`src/rtl/xsort_pkg.sv`:
```
package xsort_pkg;
  typedef enum logic [3:0] {
    ST_IDLE, ST_RD_A, ST_LD_A, ST_RD_B, ST_LD_B, ST_CMP,
    ST_WR_I, ST_WR_J, ST_RL_RD, ST_RL_LD, ST_NEXT, ST_DONE
  } xs_state_e;

  typedef struct packed {
    logic host_sel;  // host owns the RAM port
    logic i_clr;
    logic i_inc;
    logic j_load;
    logic j_inc;
    logic a_en;
    logic b_en;
    logic addr_j;    // 1: address from j, 0: from i
    logic wdat_b;    // 1: write B, 0: write A
    logic wr;
  } xs_ctrl_t;
endpackage

```
`src/rtl/xsort_ram.sv`:
```
module xsort_ram #(
  parameter int DATA_W = 8,
  parameter int ADDR_W = 2
) (
  input  logic              clk_i,
  input  logic              we_i,
  input  logic [ADDR_W-1:0] addr_i,
  input  logic [DATA_W-1:0] wdata_i,
  output logic [DATA_W-1:0] rdata_o
);
  localparam int DEPTH = 1 << ADDR_W;
  logic [DATA_W-1:0] mem_q [DEPTH];

  always_ff @(posedge clk_i) begin
    if (we_i) mem_q[addr_i] <= wdata_i;
    rdata_o <= mem_q[addr_i];
  end
endmodule

```
`src/rtl/xsort_datapath.sv`:
```
module xsort_datapath
  import xsort_pkg::*;
#(
  parameter int DATA_W = 8,
  parameter int ADDR_W = 2,
  parameter int COUNT  = 4
) (
  input  logic              clk_i,
  input  logic              rst_ni,
  input  xs_ctrl_t          ctrl_i,
  input  logic              host_wr_i,
  input  logic [ADDR_W-1:0] host_addr_i,
  input  logic [DATA_W-1:0] host_data_i,
  input  logic              host_rd_en_i,
  output logic [DATA_W-1:0] data_o,
  output logic              i_last_o,
  output logic              j_last_o,
  output logic              a_gt_b_o
);
  localparam logic [ADDR_W-1:0] I_END = ADDR_W'(COUNT - 2);
  localparam logic [ADDR_W-1:0] J_END = ADDR_W'(COUNT - 1);

  logic [DATA_W-1:0] a_q, b_q, rdata, wdata;
  logic [ADDR_W-1:0] i_q, j_q, addr;
  logic              we;

  always_ff @(posedge clk_i or negedge rst_ni) begin
    if (!rst_ni) begin
      i_q <= '0;
      j_q <= '0;
      a_q <= '0;
      b_q <= '0;
    end else begin
      if (ctrl_i.i_clr)       i_q <= '0;
      else if (ctrl_i.i_inc)  i_q <= i_q + 1'b1;
      if (ctrl_i.j_load)      j_q <= i_q + 1'b1;
      else if (ctrl_i.j_inc)  j_q <= j_q + 1'b1;
      if (ctrl_i.a_en)        a_q <= rdata;
      if (ctrl_i.b_en)        b_q <= rdata;
    end
  end

  always_comb begin
    if (ctrl_i.host_sel) begin
      addr  = host_addr_i;
      wdata = host_data_i;
      we    = host_wr_i;
    end else begin
      addr  = ctrl_i.addr_j ? j_q : i_q;
      wdata = ctrl_i.wdat_b ? b_q : a_q;
      we    = ctrl_i.wr;
    end
  end

  xsort_ram #(.DATA_W(DATA_W), .ADDR_W(ADDR_W)) u_ram (
    .clk_i   (clk_i),
    .we_i    (we),
    .addr_i  (addr),
    .wdata_i (wdata),
    .rdata_o (rdata)
  );

  assign data_o   = host_rd_en_i ? rdata : '0;
  assign i_last_o = (i_q == I_END);
  assign j_last_o = (j_q == J_END);
  assign a_gt_b_o = (a_q > b_q);

  assert_idx_range_R3: assert property (@(posedge clk_i) disable iff (!rst_ni)
    (i_q <= I_END) && (j_q <= J_END));
  assert_j_after_i_R3: assert property (@(posedge clk_i) disable iff (!rst_ni)
    ctrl_i.b_en |-> (j_q > i_q));
endmodule

```
`src/rtl/xsort_ctrl.sv`:
```
module xsort_ctrl
  import xsort_pkg::*;
(
  input  logic     clk_i,
  input  logic     rst_ni,
  input  logic     mode_i,
  input  logic     i_last_i,
  input  logic     j_last_i,
  input  logic     a_gt_b_i,
  output xs_ctrl_t ctrl_o,
  output logic     done_o
);
  xs_state_e state_q, state_d;

  always_ff @(posedge clk_i or negedge rst_ni) begin
    if (!rst_ni) state_q <= ST_IDLE;
    else         state_q <= state_d;
  end

  always_comb begin
    state_d = state_q;
    ctrl_o  = '0;
    unique case (state_q)
      ST_IDLE: begin
        ctrl_o.host_sel = 1'b1;
        if (mode_i) begin
          ctrl_o.i_clr = 1'b1;
          state_d      = ST_RD_A;
        end
      end
      ST_RD_A:  state_d = ST_LD_A;
      ST_LD_A: begin
        ctrl_o.a_en   = 1'b1;
        ctrl_o.j_load = 1'b1;
        state_d       = ST_RD_B;
      end
      ST_RD_B: begin
        ctrl_o.addr_j = 1'b1;
        state_d       = ST_LD_B;
      end
      ST_LD_B: begin
        ctrl_o.b_en = 1'b1;
        state_d     = ST_CMP;
      end
      ST_CMP:   state_d = a_gt_b_i ? ST_WR_I : ST_NEXT;
      ST_WR_I: begin
        ctrl_o.wdat_b = 1'b1;
        ctrl_o.wr     = 1'b1;
        state_d       = ST_WR_J;
      end
      ST_WR_J: begin
        ctrl_o.addr_j = 1'b1;
        ctrl_o.wr     = 1'b1;
        state_d       = ST_RL_RD;
      end
      ST_RL_RD: state_d = ST_RL_LD;
      ST_RL_LD: begin
        ctrl_o.a_en = 1'b1;
        state_d     = ST_NEXT;
      end
      ST_NEXT: begin
        if (!j_last_i) begin
          ctrl_o.j_inc = 1'b1;
          state_d      = ST_RD_B;
        end else if (!i_last_i) begin
          ctrl_o.i_inc = 1'b1;
          state_d      = ST_RD_A;
        end else begin
          state_d = ST_DONE;
        end
      end
      ST_DONE: begin
        ctrl_o.host_sel = 1'b1;
        if (!mode_i) state_d = ST_IDLE;
      end
      default: state_d = ST_IDLE;
    endcase
  end

  assign done_o = (state_q == ST_DONE);

  assert_done_hold_R4: assert property (@(posedge clk_i) disable iff (!rst_ni)
    (done_o && mode_i) |=> done_o);
  assert_done_drop_R4: assert property (@(posedge clk_i) disable iff (!rst_ni)
    $fell(done_o) |-> !$past(mode_i));
  // after each compare step A holds the minimum of the pair
  assert_min_kept_R5: assert property (@(posedge clk_i) disable iff (!rst_ni)
    (state_q == ST_NEXT) |-> !a_gt_b_i);
endmodule

```
`src/rtl/xsort_engine.sv`:
```
module xsort_engine
  import xsort_pkg::*;
#(
  parameter int DATA_W = 8,
  parameter int ADDR_W = 2,
  parameter int COUNT  = 4
) (
  input  logic              clk_i,
  input  logic              rst_ni,
  input  logic              mode_i,
  input  logic              host_wr_i,
  input  logic [ADDR_W-1:0] host_addr_i,
  input  logic [DATA_W-1:0] host_data_i,
  input  logic              host_rd_en_i,
  output logic [DATA_W-1:0] data_o,
  output logic              done_o
);
  xs_ctrl_t ctrl;
  logic     i_last, j_last, a_gt_b;

  initial begin
    assert_count_fits_R3: assert (COUNT >= 2 && COUNT <= (1 << ADDR_W));
  end

  xsort_ctrl u_ctrl (
    .clk_i    (clk_i),
    .rst_ni   (rst_ni),
    .mode_i   (mode_i),
    .i_last_i (i_last),
    .j_last_i (j_last),
    .a_gt_b_i (a_gt_b),
    .ctrl_o   (ctrl),
    .done_o   (done_o)
  );

  xsort_datapath #(.DATA_W(DATA_W), .ADDR_W(ADDR_W), .COUNT(COUNT)) u_dp (
    .clk_i        (clk_i),
    .rst_ni       (rst_ni),
    .ctrl_i       (ctrl),
    .host_wr_i    (host_wr_i),
    .host_addr_i  (host_addr_i),
    .host_data_i  (host_data_i),
    .host_rd_en_i (host_rd_en_i),
    .data_o       (data_o),
    .i_last_o     (i_last),
    .j_last_o     (j_last),
    .a_gt_b_o     (a_gt_b)
  );
endmodule

```
`config.mk`:
```
export PLATFORM = sky130hd
export DESIGN_NAME = xsort_engine
export DESIGN_NICKNAME = d
export VERILOG_FILES = /design/src/rtl/xsort_pkg.sv /design/src/rtl/xsort_ram.sv /design/src/rtl/xsort_datapath.sv /design/src/rtl/xsort_ctrl.sv /design/src/rtl/xsort_engine.sv
export SDC_FILE = /design/constraint.sdc
export NUM_CORES = 1
export LEC_CHECK = 0
export BUFFER_PORTS_ARGS = -buffer_cell sky130_fd_sc_hd__buf_4
export CORE_MARGIN = 2
export CORE_UTILIZATION = 51
export CTS_CLUSTER_DIAMETER = 50
export CTS_CLUSTER_SIZE = 14
export DETAILED_ROUTE_END_ITERATION = 10
export MAX_ROUTING_LAYER = met4
export PLACE_DENSITY = 0.7
export SYNTH_ARGS = -nofsm -noshare
export SYNTH_HDL_FRONTEND = slang
export SYNTH_SLANG_ARGS = --single-unit
```
`constraint.sdc`:
```
create_clock -name clk_i -period 6.85 [get_ports clk_i]
set_clock_uncertainty 0.1 [all_clocks]
set_input_delay 1.37 -clock clk_i [delete_from_list [all_inputs] [get_ports clk_i]]
set_output_delay 1.37 -clock clk_i [all_outputs]
set_load 0.1 [all_outputs]
```
==> impl_results.md <==
- Register-to-register setup slack: roughly 3.4 ns
- Initial Util: roughly 52%
- WL per Instance: about 16 um
- Outcome: finished, final reports clean
- TNS Setup: 0 ns
- Post-synthesis compound-gate area fraction: a little under a tenth
- CTS Buf Count: 9
- Ant. Diodes: 0
- YS warnings: 0
- Clk Latency, worst-skew pair: approximately 0.33 ns
- Leakage: roughly 1.4 nW
- Total of max-cap violations: 0
- Worst slew pin tran: 0.8432 ns
- Hold wc startpoint: u_dp.a_q[0]$_DFFE_PN0P_
- CTS tree: built
- Power Density: between 300 and 400 nW/um^2
- Sequential share of the synthesized area: between 50 and 60%
- Syn_nets: 274
- VDD IR max: between 0.15 and 0.2 mV
- Synth Area in Simple Gates: 11.12%
- Crit Path Max Fanout: 20
- FFs w/ async S/R, synth: between 30 and 40%
- Layout cells sized above 1: 17.79%
- Final setup vio count: 0
- Reg2reg path depth: 5
- Clock slew at reported path FFs: around 0.07 ns
- Sequential share of power: 43.4%
- Die X: 81.32 um
- Fin util: between 50% and 60%
- Fin crit share: between 50% and 60%
- Largest net degree at the start of global routing: 25
- Longest Clk Path Bufs: 2
- Worst Path Required: around 6.7 ns
- Sw power: approximately 0.4 mW
- Vias: about 1,900
- DR iter-0 viols: 84
- Netlist cell types: 47
- Clock sinks: 64
- Vias in the first global route: between 1,500 and 2,000
- DRC errors left: 0
- CTS resizes: 0
- Die area: between 6000 and 7000 sq um
- First-pass GRT wire length: ~9 mm
- Total Wirelength: 5.577 mm
- Share of the synthesized area in the top cell type: roughly a third
- Num ports: 24
- Number of synthesized flops with an enable pin: 32
- Critical path type: reg2reg
- Avg Vias per Cell: 5.433
- XOR/XNOR share of the synthesized area: less than 1%
- Dominant cell type by area after synthesis: edfxtp_1
- Post-route cell area: 3482 sq um
- Yosys reg bits: 64
- Tmin final: approximately 3.5 ns
- Hold-fix buffers at CTS: 0
- Ranking of synthesized cells by area: edfxtp_1 32%, dfrtp_1 20%, mux2i_1 11%
- Final number of hold-violating endpoints: 0
- Rows: 28
- Worst min-delay path endpoint: u_dp.a_q[0]$_DFFE_PN0P_
- Synthesized instance count: about 250
- Port Buf Inserts: 23
- Core ar.: just under 6000 sq um
- CP Capture Type: flip-flop
- Clock Power Share: 27.4%
- RSZ-0062 raised after global routing: false
- HP Class: reg2reg
- Relative slew slack: between 40% and 50%
- DRT Pass-1 Iters: 4
- Post-Place Cell Area: roughly 3300 sq um
- CTS Root Cell: clkbuf_8
- Worst endpoint data arrival time: about 3.3 ns
- Hold depth: 1
- Post-synthesis mux area share: 15.72%
- Grt ovf: 0
- Most used DFF post-synth: edfxtp_1
- Proportion of power drawn by combinational gates: slightly below 30%
- CTS H-tree depth: 3
- RePlAce Congestion: between 0.8 and 0.9
- Layout area overhead: 14.20%
- Antenna viol nets, final: 0
- Synth Area in Adders: 4.103%
- Initial antenna violation count: 0
- Max Freq: 289.1 MHz
- Startpoint types: flip-flop
- Max-slew violations: 0
- Total GRT Usage: roughly a fifth
- Reg-to-reg startpoint: u_ctrl.state_q[1]$_DFFE_PN0P_
- DIE HEIGHT: 81.32 um
- Cell Area, Synth: 3049 sq um
- Post-layout nets: 301
- Mean Syn Cell Area: around 12 sq um
- Main combinational cell family by area after synthesis: multiplexers
- Dpl hpwl: 3.984 mm
- Postcts setup bufs: 0
- Switch share: around 35%
- Int Power: between 0.7 and 0.8 mW
- RR Endpoint: u_dp.u_ram.mem_q[0][1]$_DFFE_PP_
-- per-stage QoR --
step | setup slack [ns] | cells | power (mW) | hold WS (ns)
after floorplan | 3.276 | 249 | 0.7880 | 0.3435
after global placement | 3.478 | 340 | 0.8636 | 0.3725
after detailed placement | 3.351 | 340 | 0.8675 | 0.3777
after CTS | 3.348 | 356 | 1.195 | 0.3962
after global routing | 3.137 | 356 | 1.250 | 0.4347
final | 3.392 | 356 | 1.181 | 0.3927
-- cells in the mapped netlist, drive strengths merged (5+ instances only) --
cell and count:
a21oi 10, edfxtp 32, clkbuf 5, inv 12, and2 8, dfxtp 8, nand2 21, o21ai 18
mux2i 35, nor2 13, dfrtp 24, mux2 10, ha 10
-- critical path: stages (launching register included) --
cell and delay, ns:
dfrtp_1 0.55, nor4_2 0.49, o21bai_4 0.34, mux2i_4 0.81, nand2_1 0.16, nor2_1 0.64
-- routing by layer --
metal / global-route usage (%) / wire length, um / vias to the layer above
met5: - / 0 / -
met4: 9.831 / 112 / 0
met3: 4.111 / 177 / 7
met2: 32.05 / 2829 / 23
met1: 24.03 / 2457 / 947
li1: - / - / 957
-- state kept, by name, summed over array words and instances, names as in the netlist --
name,count
u_ctrl.state_q,4
u_dp.a_q,8
u_dp.b_q,8
u_dp.i_q,2
u_dp.j_q,2
u_dp.u_ram.mem_q,32
u_dp.u_ram.rdata_o,8
-- logic make-up (layout without fill, tap and decap cells) --
logic type                 after synthesis  after routing
DFF                                     64             64
adders and majority gates               10             10
muxes                                   45             45
and+or+nand+nor                         64             64
AOI/OAI and AO/OA                       44             44
xor gates and xnor gates                 1              1
buffers and inverters                   21             53
-- cells in the final DEF (no fill, tap or decap), types with 2 or more instances in the layout --
cell        instances
nand2b_1            4
nand3_1             2
and2_1              8
o21ai_1             9
or4b_1              2
dfxtp_1             8
inv_1              11
clkinvlp_4          3
dfrtp_1            24
a21o_1              4
nor3_1              4
a211oi_1            2
clkbuf_8            9
mux2_1              8
ha_1               10
edfxtp_1           32
nand4_1             2
nand2_1            21
buf_4              25
nor2_1             12
a21oi_1            10
clkinv_4            2
o21ai_0             9
a22oi_1             2
mux2i_1            34
-- cell type report --
cell class                      instances  area (sq um)
Inverter                               12         45.04
Timing Repair Buffer                   25         187.7
Sequential cell                        64          1722
Clock buffer                            9         123.9
Tap cell                               75         93.84
Multi-Input combinational cell        164          1229
Clock inverter                          7         81.33
Fill cell                             485          2369
-- power groups by stage --
| stage | Combinational [mW] | Clock (mW) | Sequential, mW |
|---|---|---|---|
| floorplan | 0.290 | 0 | 0.498 |
| global placement | 0.344 | 0 | 0.520 |
| detailed placement | 0.347 | 0 | 0.520 |
| CTS | 0.350 | 0.333 | 0.512 |
| global route | 0.380 | 0.350 | 0.519 |
| finish | 0.345 | 0.323 | 0.513 |
-- how the worst max path moves through the flow --
stage,startpoint,endpoint
after floorplan,host_rd_en_i,data_o[0]
after global placement,host_rd_en_i,data_o[4]
after detailed placement,u_ctrl.state_q[1]$_DFFE_PN0P_,u_dp.u_ram.mem_q[0][5]$_DFFE_PP_
after CTS,u_ctrl.state_q[1]$_DFFE_PN0P_,u_dp.u_ram.mem_q[0][7]$_DFFE_PP_
after global routing,u_ctrl.state_q[3]$_DFFE_PN0P_,u_dp.u_ram.mem_q[0][2]$_DFFE_PP_
final,u_ctrl.state_q[1]$_DFFE_PN0P_,u_dp.u_ram.mem_q[0][1]$_DFFE_PP_
Power figures use the tool's default switching activity.
